[config.mk]
export PLATFORM = sky130hd
export DESIGN_NAME = ramp_volume
export DESIGN_NICKNAME = d
export VERILOG_FILES = /design/src/rtl/ramp_volume_pkg.sv /design/src/rtl/serial_gain_port.sv /design/src/rtl/gain_ramp.sv /design/src/rtl/channel_scaler.sv /design/src/rtl/ramp_volume.sv
export SDC_FILE = /design/constraint.sdc
export NUM_CORES = 1
export LEC_CHECK = 0
export BUFFER_PORTS_ARGS = -buffer_cell sky130_fd_sc_hd__buf_2
export CORE_ASPECT_RATIO = 1.1
export CORE_UTILIZATION = 50
export CTS_BUF_LIST = sky130_fd_sc_hd__clkbuf_16
export CTS_CLUSTER_DIAMETER = 100
export DETAILED_ROUTE_END_ITERATION = 12
export PLACE_DENSITY = 0.72
export SYNTH_ARGS = -nofsm -noshare
export SYNTH_HDL_FRONTEND = slang
export SYNTH_SLANG_ARGS = --single-unit
[constraint.sdc]
create_clock -name clk_i -period 6.3 [get_ports clk_i]
set_input_delay 0.315 -clock clk_i [delete_from_list [all_inputs] [get_ports clk_i]]
set_output_delay 0.315 -clock clk_i [all_outputs]
set_load 0.01 [all_outputs]
[src/rtl/ramp_volume_pkg.sv]
package ramp_volume_pkg;
  typedef enum logic [1:0] {
    RAMP_HOLD = 2'd0,
    RAMP_UP   = 2'd1,
    RAMP_DOWN = 2'd2
  } ramp_dir_e;
endpackage

[src/rtl/serial_gain_port.sv]
module serial_gain_port #(
  parameter int GAIN_W = 11,
  parameter int UNITY  = 1024,
  parameter int SYNC   = 2
) (
  input  logic              clk_i,
  input  logic              rst_ni,
  input  logic              ser_dat_i,
  input  logic              ser_clk_i,
  input  logic              ser_le_i,
  output logic [GAIN_W-1:0] target_o
);
  localparam logic [GAIN_W-1:0] UNITY_V = GAIN_W'(UNITY);

  logic [SYNC-1:0]   clk_s, le_s, dat_s;
  logic              clk_d, le_d;
  logic [GAIN_W-1:0] shreg;
  logic              clk_rise, le_rise;

  always_ff @(posedge clk_i or negedge rst_ni) begin
    if (!rst_ni) begin
      clk_s <= '0;
      le_s  <= '0;
      dat_s <= '0;
      clk_d <= 1'b0;
      le_d  <= 1'b0;
    end else begin
      clk_s <= {clk_s[SYNC-2:0], ser_clk_i};
      le_s  <= {le_s[SYNC-2:0], ser_le_i};
      dat_s <= {dat_s[SYNC-2:0], ser_dat_i};
      clk_d <= clk_s[SYNC-1];
      le_d  <= le_s[SYNC-1];
    end
  end

  assign clk_rise = clk_s[SYNC-1] & ~clk_d;
  assign le_rise  = le_s[SYNC-1] & ~le_d;

  always_ff @(posedge clk_i or negedge rst_ni) begin
    if (!rst_ni) begin
      shreg    <= '0;
      target_o <= UNITY_V;
    end else begin
      if (clk_rise) shreg <= {shreg[GAIN_W-2:0], dat_s[SYNC-1]};
      if (le_rise)  target_o <= (shreg > UNITY_V) ? UNITY_V : shreg;
    end
  end
endmodule

[src/rtl/gain_ramp.sv]
module gain_ramp
  import ramp_volume_pkg::*;
#(
  parameter int GAIN_W = 11,
  parameter int UNITY  = 1024,
  parameter int STEP   = 2
) (
  input  logic              clk_i,
  input  logic              rst_ni,
  input  logic              step_i,
  input  logic              mute_i,
  input  logic [GAIN_W-1:0] target_i,
  output logic [GAIN_W-1:0] gain_o
);
  localparam logic [GAIN_W-1:0] STEP_V  = GAIN_W'(STEP);
  localparam logic [GAIN_W-1:0] UNITY_V = GAIN_W'(UNITY);

  logic [GAIN_W-1:0] goal, gain_nxt;
  ramp_dir_e         dir;

  assign goal = mute_i ? '0 : target_i;

  always_comb begin
    if (gain_o < goal)      dir = RAMP_UP;
    else if (gain_o > goal) dir = RAMP_DOWN;
    else                    dir = RAMP_HOLD;
  end

  always_comb begin
    case (dir)
      RAMP_UP:   gain_nxt = (goal - gain_o <= STEP_V) ? goal : gain_o + STEP_V;
      RAMP_DOWN: gain_nxt = (gain_o - goal <= STEP_V) ? goal : gain_o - STEP_V;
      default:   gain_nxt = gain_o;
    endcase
  end

  always_ff @(posedge clk_i or negedge rst_ni) begin
    if (!rst_ni)     gain_o <= UNITY_V;
    else if (step_i) gain_o <= gain_nxt;
  end
endmodule

[src/rtl/channel_scaler.sv]
module channel_scaler #(
  parameter int DATA_W = 20,
  parameter int GAIN_W = 11,
  parameter int FRAC   = 10
) (
  input  logic              clk_i,
  input  logic              rst_ni,
  input  logic              en_i,
  input  logic [DATA_W-1:0] smp_i,
  input  logic [GAIN_W-1:0] gain_i,
  output logic [DATA_W-1:0] res_o
);
  localparam int PW = DATA_W + GAIN_W + 1;
  localparam logic signed [PW-1:0] MAXV = {{(PW-DATA_W+1){1'b0}}, {(DATA_W-1){1'b1}}};
  localparam logic signed [PW-1:0] MINV = ~MAXV;

  logic signed [PW-1:0]     prod, shf;
  logic        [DATA_W-1:0] sat;

  always_comb begin
    prod = $signed(smp_i) * $signed({1'b0, gain_i});
    shf  = prod >>> FRAC;
    if (shf > MAXV)      sat = MAXV[DATA_W-1:0];
    else if (shf < MINV) sat = MINV[DATA_W-1:0];
    else                 sat = shf[DATA_W-1:0];
  end

  always_ff @(posedge clk_i or negedge rst_ni) begin
    if (!rst_ni)   res_o <= '0;
    else if (en_i) res_o <= sat;
  end
endmodule

[src/rtl/ramp_volume.sv]
module ramp_volume #(
  parameter int DATA_W = 20,
  parameter int GAIN_W = 11,
  parameter int FRAC   = 10,
  parameter int STEP   = 2,
  parameter int SYNC   = 2
) (
  input  logic              clk_i,
  input  logic              rst_ni,
  input  logic              ser_dat_i,
  input  logic              ser_clk_i,
  input  logic              ser_le_i,
  input  logic              mute_i,
  input  logic              smp_valid_i,
  input  logic [DATA_W-1:0] smp_left_i,
  input  logic [DATA_W-1:0] smp_right_i,
  output logic              out_valid_o,
  output logic [DATA_W-1:0] out_left_o,
  output logic [DATA_W-1:0] out_right_o
);
  localparam int UNITY = 1 << FRAC;
  localparam int NCH   = 2;

  logic [GAIN_W-1:0]           target_gain, cur_gain;
  logic [NCH-1:0][DATA_W-1:0]  smp_in, smp_out;

  serial_gain_port #(.GAIN_W(GAIN_W), .UNITY(UNITY), .SYNC(SYNC)) u_port (
    .clk_i, .rst_ni, .ser_dat_i, .ser_clk_i, .ser_le_i, .target_o(target_gain)
  );

  gain_ramp #(.GAIN_W(GAIN_W), .UNITY(UNITY), .STEP(STEP)) u_ramp (
    .clk_i, .rst_ni, .step_i(smp_valid_i), .mute_i,
    .target_i(target_gain), .gain_o(cur_gain)
  );

  assign smp_in[0] = smp_left_i;
  assign smp_in[1] = smp_right_i;

  for (genvar c = 0; c < NCH; c++) begin : g_ch
    channel_scaler #(.DATA_W(DATA_W), .GAIN_W(GAIN_W), .FRAC(FRAC)) u_scl (
      .clk_i, .rst_ni, .en_i(smp_valid_i), .smp_i(smp_in[c]),
      .gain_i(cur_gain), .res_o(smp_out[c])
    );
  end

  always_ff @(posedge clk_i or negedge rst_ni) begin
    if (!rst_ni) out_valid_o <= 1'b0;
    else         out_valid_o <= smp_valid_i;
  end

  assign out_left_o  = smp_out[0];
  assign out_right_o = smp_out[1];
endmodule

# Word-level counts from Yosys, hierarchy flattened
# Index checks and enable logic that the tools add are counted.
dict set report word_totals {
  regBits 82
  inputBits 47
  out_inout_bits 41
  wordCells 45
}
dict set report classes {
  n_addsub 4
  n_mul 2
  n_lt_le_gt_ge 9
  eq_ne 2
  n_mux 11
  bitwise 4
  n_reduce_logical 2
}
# operator count
set op_table {}
lappend op_table {{$mux 20} 4}
lappend op_table {{$mul 20x12->32} 2}
lappend op_table {{$gt 22x20->1 const B} 2}
lappend op_table {{$lt 22x20->1 const B} 2}
lappend op_table {{$mux 11} 4}
lappend op_table {{$le 11x2->1 const B} 2}
lappend op_table {{$pmux 11 s2} 1}
lappend op_table {{$sub 11x11->11} 2}
lappend op_table {{$add 11x2->11 const B} 1}
lappend op_table {{$gt 11x11->1} 1}
lappend op_table {{$gt 11x11->1 const B} 1}
lappend op_table {{$lt 11x11->1} 1}
lappend op_table {{$sub 11x2->11 const B} 1}
lappend op_table {{$mux 2} 2}
lappend op_table {{$and 1x1->1} 2}
lappend op_table {{$eq 2x1->1 const B} 1}
lappend op_table {{$eq 2x2->1 const B} 1}
lappend op_table {{$not 1->1} 2}
lappend op_table {{$reduce_and 2->1} 1}
lappend op_table {{$reduce_bool 2->1} 1}

# Logic depth before layout (Yosys ltp)
# Gate-level depths: netlist of run 1.
dict set report depth {
  depth_word 7
  ltp_mapped 26
  mapped_depth_nobuf 22
}

# Cells and area by module
# Synthesis of run 1 repeated with hierarchy kept, for this count alone.
dict set report hier_totals {
  cells_unflattened 2405
  hier_area_um2 21116.5
}
# mod instances cells_per_inst area_per_inst_um2 seq_area_each_um2
set modules_own_cells {}
lappend modules_own_cells {{channel_scaler at g_ch[0].u_scl} 1 1058 9011.1 500.5}
lappend modules_own_cells {{channel_scaler at g_ch[1].u_scl} 1 967 8580.7 500.5}
lappend modules_own_cells {gain_ramp 1 312 2344.7 276.5}
lappend modules_own_cells {serial_gain_port 1 67 1154.9 752.0}
lappend modules_own_cells {ramp_volume 1 1 25.0 25.0}

# Least setup slack after synthesis of run 1
# OpenSTA, ideal clock, no wires.
dict set report synth_timing {
  kind {flip-flop to flip-flop}
  start {reg u_ramp.gain_o[3]}
  end {reg g_ch[1].u_scl.res_o[10]}
  setup_time_ns 0.142
  t_arrival_ns 6.169
  slack_ns -0.011
  stages_incl_launch_ff 23
  path_buffers 3
  period_less_slack_ns 6.311
  cell_sequence {dfrtp_1 clkbuf_1 clkbuf_1 nand2_1 fa_1 inv_1 fa_1 fa_1 fa_1 inv_1 fa_1 inv_1 ha_1 and3_1 nand3_1 or4_4 o311ai_4 o32ai_2 xor2_1 nor3b_1 o31ai_4 buf_6 o221ai_2}
}
dict set report synth_via {
  elab_chain_cells 4
}
# element line_no
set synth_lines {}
lappend synth_lines {{start: declaration} gain_ramp.sv:13} ;# output logic [GAIN_W-1:0] gain_o
lappend synth_lines {{start signal: assignment} gain_ramp.sv:39} ;# else if (step_i) gain_o <= gain_nxt;
lappend synth_lines {{$mul 20x12->32 *} channel_scaler.sv:21} ;# prod = $signed(smp_i) * $signed({1'b0, gain_i});
lappend synth_lines {{$lt 22x20->1} channel_scaler.sv:24} ;# else if (shf < MINV) sat = MINV[DATA_W-1:0];
lappend synth_lines {{$mux 20} channel_scaler.sv:24}
lappend synth_lines {{$mux 20 *} channel_scaler.sv:23} ;# if (shf > MAXV) sat = MAXV[DATA_W-1:0];
lappend synth_lines {{end signal: assignment} channel_scaler.sv:30} ;# else if (en_i) res_o <= sat;
lappend synth_lines {{end: declaration} channel_scaler.sv:11} ;# output logic [DATA_W-1:0] res_o
# Every way passes the cells marked *; elsewhere a longest branch is shown, timed or not.
# A chain may end at the register's enable or synchronous reset.

# Final worst setup path of run 1
dict set report layout_timing {
  start {reg u_ramp.gain_o[3]}
  end {reg g_ch[1].u_scl.res_o[15]}
}
# The elaborated chain is that of the path after synthesis.

==> results of run 1 <==
-- cell usage after synthesis (all sizes together) (27+ instances only) --
cell,n
inv,578
fa,394
nand2,364
ha,155
and2,121
clkbuf,103
dfrtp,80
a21oi,67
o21ai,44
nor2,40
xnor2,35
nand2b,27
-- cell families after synthesis --
kind of cell,Yosys count
buffers and inverters,700
AND/OR/NAND/NOR,667
adder cells (fa/ha/maj),549
AO/OA/AOI/OAI,293
flip-flops,82
XOR/XNOR,56
multiplexers,12
-- path summary, 6_finish.rpt --
check                                              from                                   to  depth (start not counted)
min                                            ser_le_i             u_port.le_s[0]$_DFF_PN0_                          1
min reg2reg                   u_port.clk_s[0]$_DFF_PN0_            u_port.clk_s[1]$_DFF_PN0_                          0
max reg2reg                u_ramp.gain_o[3]$_DFFE_PN0P_  g_ch[1].u_scl.res_o[15]$_DFFE_PN0P_                         23
min in group asynchronous                        rst_ni            u_port.clk_s[0]$_DFF_PN0_                          2
max in group asynchronous                        rst_ni         u_ramp.gain_o[7]$_DFFE_PN0P_                          3
max                        u_ramp.gain_o[3]$_DFFE_PN0P_  g_ch[1].u_scl.res_o[15]$_DFFE_PN0P_                         23
-- routing by layer --
layer / global-route usage (%) / vias to the layer above / wire length [um]
met4: 10.9 / 0 / 1900
met5: 0 / - / 0
met1: 31.3 / 8451 / 21300
li1: - / 7414 / -
met2: 44.7 / 480 / 27200
met3: 2.73 / 111 / 2430
-- flip-flops by register name, summed over array words and instances, names as in the netlist, 2 cells and up --
name and flops:
u_port.clk_s 2, u_ramp.gain_o 11, u_port.target_o 11, u_port.le_s 2
u_port.shreg 11, u_port.dat_s 2, g_ch.u_scl.res_o 40
-- through the flow --
| stage | setup WS, ns | instance area (sq um) | setup TNS [ns] |
|---|---|---|---|
| 6_report | 0.00253 | 23400 | 0 |
| 5_1_grt | -0.206 | 23400 | -3.50 |
| 4_1_cts | 0.00109 | 22200 | 0 |
| 3_5_place_dp | -0.0802 | 21900 | -1.13 |
| 3_3_place_gp | 0.0377 | 21900 | 0 |
| 2_1_floorplan | 0.00620 | 20600 | 0 |
-- area by class of cell --
type	instances	area share, %
multi-input cells	1577	70.1
flip-flops and latches	82	8.84
inverters	578	9.33
clock buffers	9	0.963
repair buffers	212	7.59
clock inverters	7	0.348
well taps	513	2.75
diodes	2	0.0214
repair inverters	1	0.0321
-- timing repair --
action | in CTS | in global routing
setup buffers | 0 | 40
pin swaps | 1 | 67
hold buffers | 1 | 0
endpoints found under the hold margin | 27 | 0
gates cloned | 1 | 11
endpoints found under the setup margin | 35 | 38
gates resized for setup | 10 | 128
==> metrics, run 1 <==
Worst Path Buf+Inv=6; Iter 0 DRT Violations=approximately 1,100; Clock Root Buffer=clkbuf_16; Inserted Clock Buffers=9; CTS H-tree depth=3; Worst path slowest cell=fa_1; r2r setup slk=roughly 0.0025 ns; Layout area overhead=13.5%; Hold WC Path Type=in -> reg; most frequent cells in the layout=inv_1, fa_1, nand2_1; Detailed Routing Iterations Pass 1=5; Least-Margin Pin Slew=between 0.8 and 0.9 ns; status=complete, no violations; delay-heaviest family, CP=adder cells; Post-DRT Antenna Nets=0; post-synthesis simple-gate area fraction=15.5%; Fin Hold WS=between 0.04 and 0.05 ns; TritonCTS clock tree=built; placed cell count=2,910; Compound-Gate Fraction of Synth Area=a little over a tenth; Final Setup Violations=0; predominant post-synthesis flop cell=dfrtp_1; die height=between 200 and 250 um; initial antenna violation count=1; Adder-Cell Fraction of Synth Area=47.7%; YS warnings=0; vias per std cell=around 5.5; max_cap viols=0; Crit path top cell by count=fa_1; register area=0.00207 sq mm; Final Net Count=a little over 3,000; hpwl dp=slightly above 40,000 um; post-route insts no fill=2,981; area share of the largest cell type after synthesis=roughly two fifths; Clock Latency Late Sink=~0.38 ns; final WL=52,800 um; area of the multi-input gates=approximately 0.016 sq mm; routability cong.=~0.93; xor/xnor cell area share of the yosys netlist=under 10%; clk slew on worst S/H paths=~0.080 ns; max-slew violations=0; CTS Sinks=82; CP max FO=6; total track usage=~25%; syn nets=slightly below 3,000; CP arrival=~6.6 ns; Seq/Total Area, Yosys=approximately 10%; Worst EP required=6.59 ns; fin crit share=100%; Post-Syn Area=roughly 0.02 sq mm; grt ovf=0; via count=16,456; # IOs=88; CP Cell Sequence=clkbuf_16, nand2_1, fa_1, fa_1, inv_1, fa_1, fa_1, inv_1, fa_1, inv_1, ha_1, o21ai_0, nand2b_1, nand2_1, or4_4, o311ai_4, o32ai_2, xor2_2, nor3b_2, o31ai_4, buf_6, clkbuf_16, o311ai_4; Routed WL per cell=~18 um; post-synthesis average cell area=roughly 8.7 sq um; Post-synth EDFFs=0; area leader, netlist=fa_1; Seq cells post-synth=82; vias in the first global route=between 15,000 and 20,000; first-pass GRT wire length=between 80,000 and 90,000 um; Period minus WS final=about 6.3 ns; slew margin rel.=43.8%; most common cell after layout, fill and taps aside=inv_1; Hold Fails Final Rpt=0; multiplexer share of the synthesized area=less than 1%; largest family of logic cells by synthesized area=adder cells; crit start category=register; RSZ-0062 raised after global routing=yes; Placement Rows=between 70 and 80; largest cells by area after synthesis=fa_1, inv_1, dfrtp_1, ha_1, nand2_1; crit end category=register; top achievable clock speed=0.159 GHz; drc violations=0; fin util=slightly below 60%; distinct cell type count after synthesis=94; clk buf depth=2; Starting Density=slightly above 50%; Die ar.=about 0.042 sq mm; Fillers=between 3,000 and 4,000; core box area=approximately 0.040 sq mm; Die Wd=196 um; Layout Skew=0.0106 ns; Cells after Synth=2,359; layout cell share with drive strength beyond 1=roughly 15%; Setup CP Type=reg -> reg; largest net degree at the start of global routing=56; Port Buf Inserts=87; CP max stage delay=roughly 0.53 ns; Async SR Flop Fraction=100%
Power of run 1 is left out: the tool's default activity adds up to more than one toggle a clock period on the data nets, which glitch-free logic cannot reach.
==> run 2: changes to the inputs <==
--- a/config.mk
+++ b/config.mk
@@ -11,7 +11,7 @@
 export CTS_BUF_LIST = sky130_fd_sc_hd__clkbuf_16
 export CTS_CLUSTER_DIAMETER = 100
 export DETAILED_ROUTE_END_ITERATION = 12
-export PLACE_DENSITY = 0.72
+export PLACE_DENSITY = 0.7
 export SYNTH_ARGS = -nofsm -noshare
 export SYNTH_HDL_FRONTEND = slang
 export SYNTH_SLANG_ARGS = --single-unit
==> constraint.sdc (replaced) <==
create_clock -name clk_i -period 6.1 [get_ports clk_i]
set_input_delay 0.305 -clock clk_i [delete_from_list [all_inputs] [get_ports clk_i]]
set_output_delay 0.305 -clock clk_i [all_outputs]
set_load 0.01 [all_outputs]
==> run 2 against run 1 <==
Against the previous run: the flow now finishes with violations (negative setup slack); clock skew down 0.0025 ns; final area grew 2.0%; core utilization is 1.2 points higher; maximum frequency increased by 2.0%; non-clock buffer count increased by 62.
==> metrics, run 2 (synthesized netlist as in run 1, its figures left out) <==
status=complete, but fails checks (was complete, no violations); failing checks=negative setup slack; area of the multi-input gates=0.0164 sq mm (about the same); crit start category=register (unchanged); Die Wd=196 um (unchanged); max_cap viols=0 (unchanged); CP Cell Sequence=buf_4, buf_16, nand2_1, fa_1, fa_1, inv_1, fa_1, fa_1, inv_1, fa_1, inv_1, ha_1, a21oi_1, o21ai_1, a31oi_2, a2bb2oi_2, o311ai_4, o32ai_2, xor2_2, nor3b_2, o31ai_4, buf_6, clkbuf_16, o221ai_1 (was clkbuf_16, nand2_1, fa_1, fa_1, inv_1, fa_1, fa_1, inv_1, fa_1, inv_1, ha_1, o21ai_0, nand2b_1, nand2_1, or4_4, o311ai_4, o32ai_2, xor2_2, nor3b_2, o31ai_4, buf_6, clkbuf_16, o311ai_4); most common cell after layout, fill and taps aside=inv_1 (unchanged); routability cong.=0.918 (was 0.931); Fillers=3,470 (was 3,478); Starting Density=51.0% (unchanged); clk slew on worst S/H paths=0.07 ns (was 0.08 ns); clk buf depth=2 (unchanged); Final Net Count=3,119 (was 3,057); Clock Root Buffer=clkbuf_16 (unchanged); Period minus WS final=6.17 ns (was 6.30 ns); Layout Skew=0.00806 ns (was 0.0106 ns); final WL=51,600 um (was 52,800 um); Routed WL per cell=17.0 um (was 17.7 um); crit end category=register (unchanged); Inserted Clock Buffers=9 (unchanged); Final Instance Area=0.0238 sq mm (was 0.0234 sq mm); Clock Latency Late Sink=0.37 ns (was 0.38 ns); Post-DRT Antenna Nets=0 (unchanged); Iter 0 DRT Violations=1,068 (was 1,070); Fin Hold WS=0.0374 ns (was 0.0413 ns); CP max FO=16 (was 6); Worst EP required=6.32 ns (was 6.59 ns); Final Setup Violations=33 (was 0); Setup CP Type=reg -> reg (unchanged); setup total negative slack=-0.809 ns (was 0 ns); CP max stage delay=0.51 ns (was 0.53 ns); TritonCTS clock tree=built (unchanged); Hold Fails Final Rpt=0 (unchanged); M1 GR Usage=31.6% (was 31.3%); met3 Track Usage GR=2.35% (was 2.73%); register area=0.00206 sq mm (was 0.00207 sq mm); initial antenna violation count=2 (was 1); core box area=0.0404 sq mm (unchanged); slew margin rel.=22.4% (was 43.8%); routing usage on met2=45.7% (was 44.7%); hpwl dp=41,500 um (was 41,400 um); vias in the first global route=17,967 (was 17,436); CTS H-tree depth=3 (unchanged); die height=215 um (unchanged); fin crit share=101% (was 100%); CTS Sinks=82 (unchanged); Worst Slack Setup Final=-0.0749 ns (was 0.00253 ns); layout cell share with drive strength beyond 1=17.6% (was 15.2%); RSZ-0062 raised after global routing=yes (unchanged); most used routing layer=met2 (unchanged); Port Buf Inserts=87 (unchanged); Least-Margin Pin Slew=1.16 ns (was 0.843 ns); # IOs=88 (unchanged); drc violations=0 (unchanged); max-slew violations=0 (unchanged); Die ar.=0.0420 sq mm (unchanged); top achievable clock speed=0.162 GHz (was 0.159 GHz); Layout area overhead=15.8% (was 13.5%); via count=16,469 (was 16,456); vias per std cell=5.41 (was 5.52); Placement Rows=77 (unchanged); Largest register FFs=40 (unchanged); largest net degree at the start of global routing=64 (was 56); grt ovf=0 (unchanged); Worst path slowest cell=fa_1 (unchanged); first-pass GRT wire length=86,500 um (was 85,000 um); Detailed Routing Iterations Pass 1=7 (was 5); Hold WC Path Type=in -> reg (unchanged); CP arrival=6.40 ns (was 6.58 ns); largest register by flop count=g_ch.u_scl.res_o (unchanged); total track usage=25.6% (was 25.3%); most frequent cells in the layout=inv_1, fa_1, nand2_1 (unchanged); Placed Area=0.0226 sq mm (was 0.0219 sq mm); Crit path top cell by count=fa_1 (unchanged)
run 2: cell types whose count changed in the layout (fill, tap and decap cells not counted), moves of 4 or more:
cell / change
buf_4: +56
fa_1: -7
fa_2: +7
buf_6: +6
clkbuf_16: -6
dfrtp_1: +6
dfrtp_2: -6
ha_4: +5
inv_2: +5
buf_8: +4
ha_2: -4
run 2: critical path, delay by kind of cell, from the launching register on:
| kind | cells | cell delay, ns |
|---|---|---|
| AOI/OAI and AO/OA | 8 | 1.59 |
| adders and majority gates | 6 | 2.75 |
| and+or+nand+nor | 2 | 0.17 |
| buffers and inverters | 7 | 0.79 |
| xor gates and xnor gates | 1 | 0.25 |
| DFF | 1 | 0.45 |
run 2: through the flow:
stage	setup WS (ns)	instances	utilization [%]
6_report	-0.0749	3042	59.1
5_1_grt	-0.302	3042	59.1
4_1_cts	-0.0402	3020	57.1
3_5_place_dp	-0.193	2997	56.0
3_3_place_gp	-0.0955	2997	56.0
2_1_floorplan	-0.0269	2359	-
run 2: worst paths after layout:
path                                              start                                   to  slack [ns]  cells past startpoint
setup / recovery           u_ramp.gain_o[3]$_DFFE_PN0P_   g_ch[1].u_scl.res_o[5]$_DFFE_PN0P_       -0.07                     24
hold / removal                                ser_clk_i            u_port.clk_s[0]$_DFF_PN0_        0.04                      1
setup reg to reg           u_ramp.gain_o[3]$_DFFE_PN0P_   g_ch[1].u_scl.res_o[5]$_DFFE_PN0P_       -0.07                     24
hold reg to reg               u_port.clk_s[0]$_DFF_PN0_            u_port.clk_s[1]$_DFF_PN0_        0.35                      0
max in group asynchronous                        rst_ni         u_ramp.gain_o[4]$_DFFE_PN0P_        4.57                      3
min in group asynchronous                        rst_ni  g_ch[0].u_scl.res_o[17]$_DFFE_PN0P_        0.34                      2
run 2: area by class of cell:
cell class                 instances  share of cell area (%)
multi-input combinational       1577                    68.9
clock inverter                     7                   0.299
sequential                        82                    8.63
inverter                         578                    9.11
clock buffer                       9                   0.944
timing repair inverter             1                  0.0315
tap                              513                    2.69
antenna                            1                  0.0105
timing repair buffer             274                    9.34
run 2: repair_timing:
item | in CTS | in global routing
endpoints found under the setup margin | 35 | 38
setup buffers | 3 | 16
hold endpoints to repair | 19 | 0
hold buffers | 1 | 0
gates resized for setup | 16 | 122
gates cloned | 3 | 6
pin swaps | 8 | 47
run 2: routing by layer:
layer	vias up	routed length (um)
met5	-	13
met4	2	2020
met3	104	2120
met2	435	26800
met1	8399	20700
li1	7529	-
Power of run 2 is left out for the same reason.
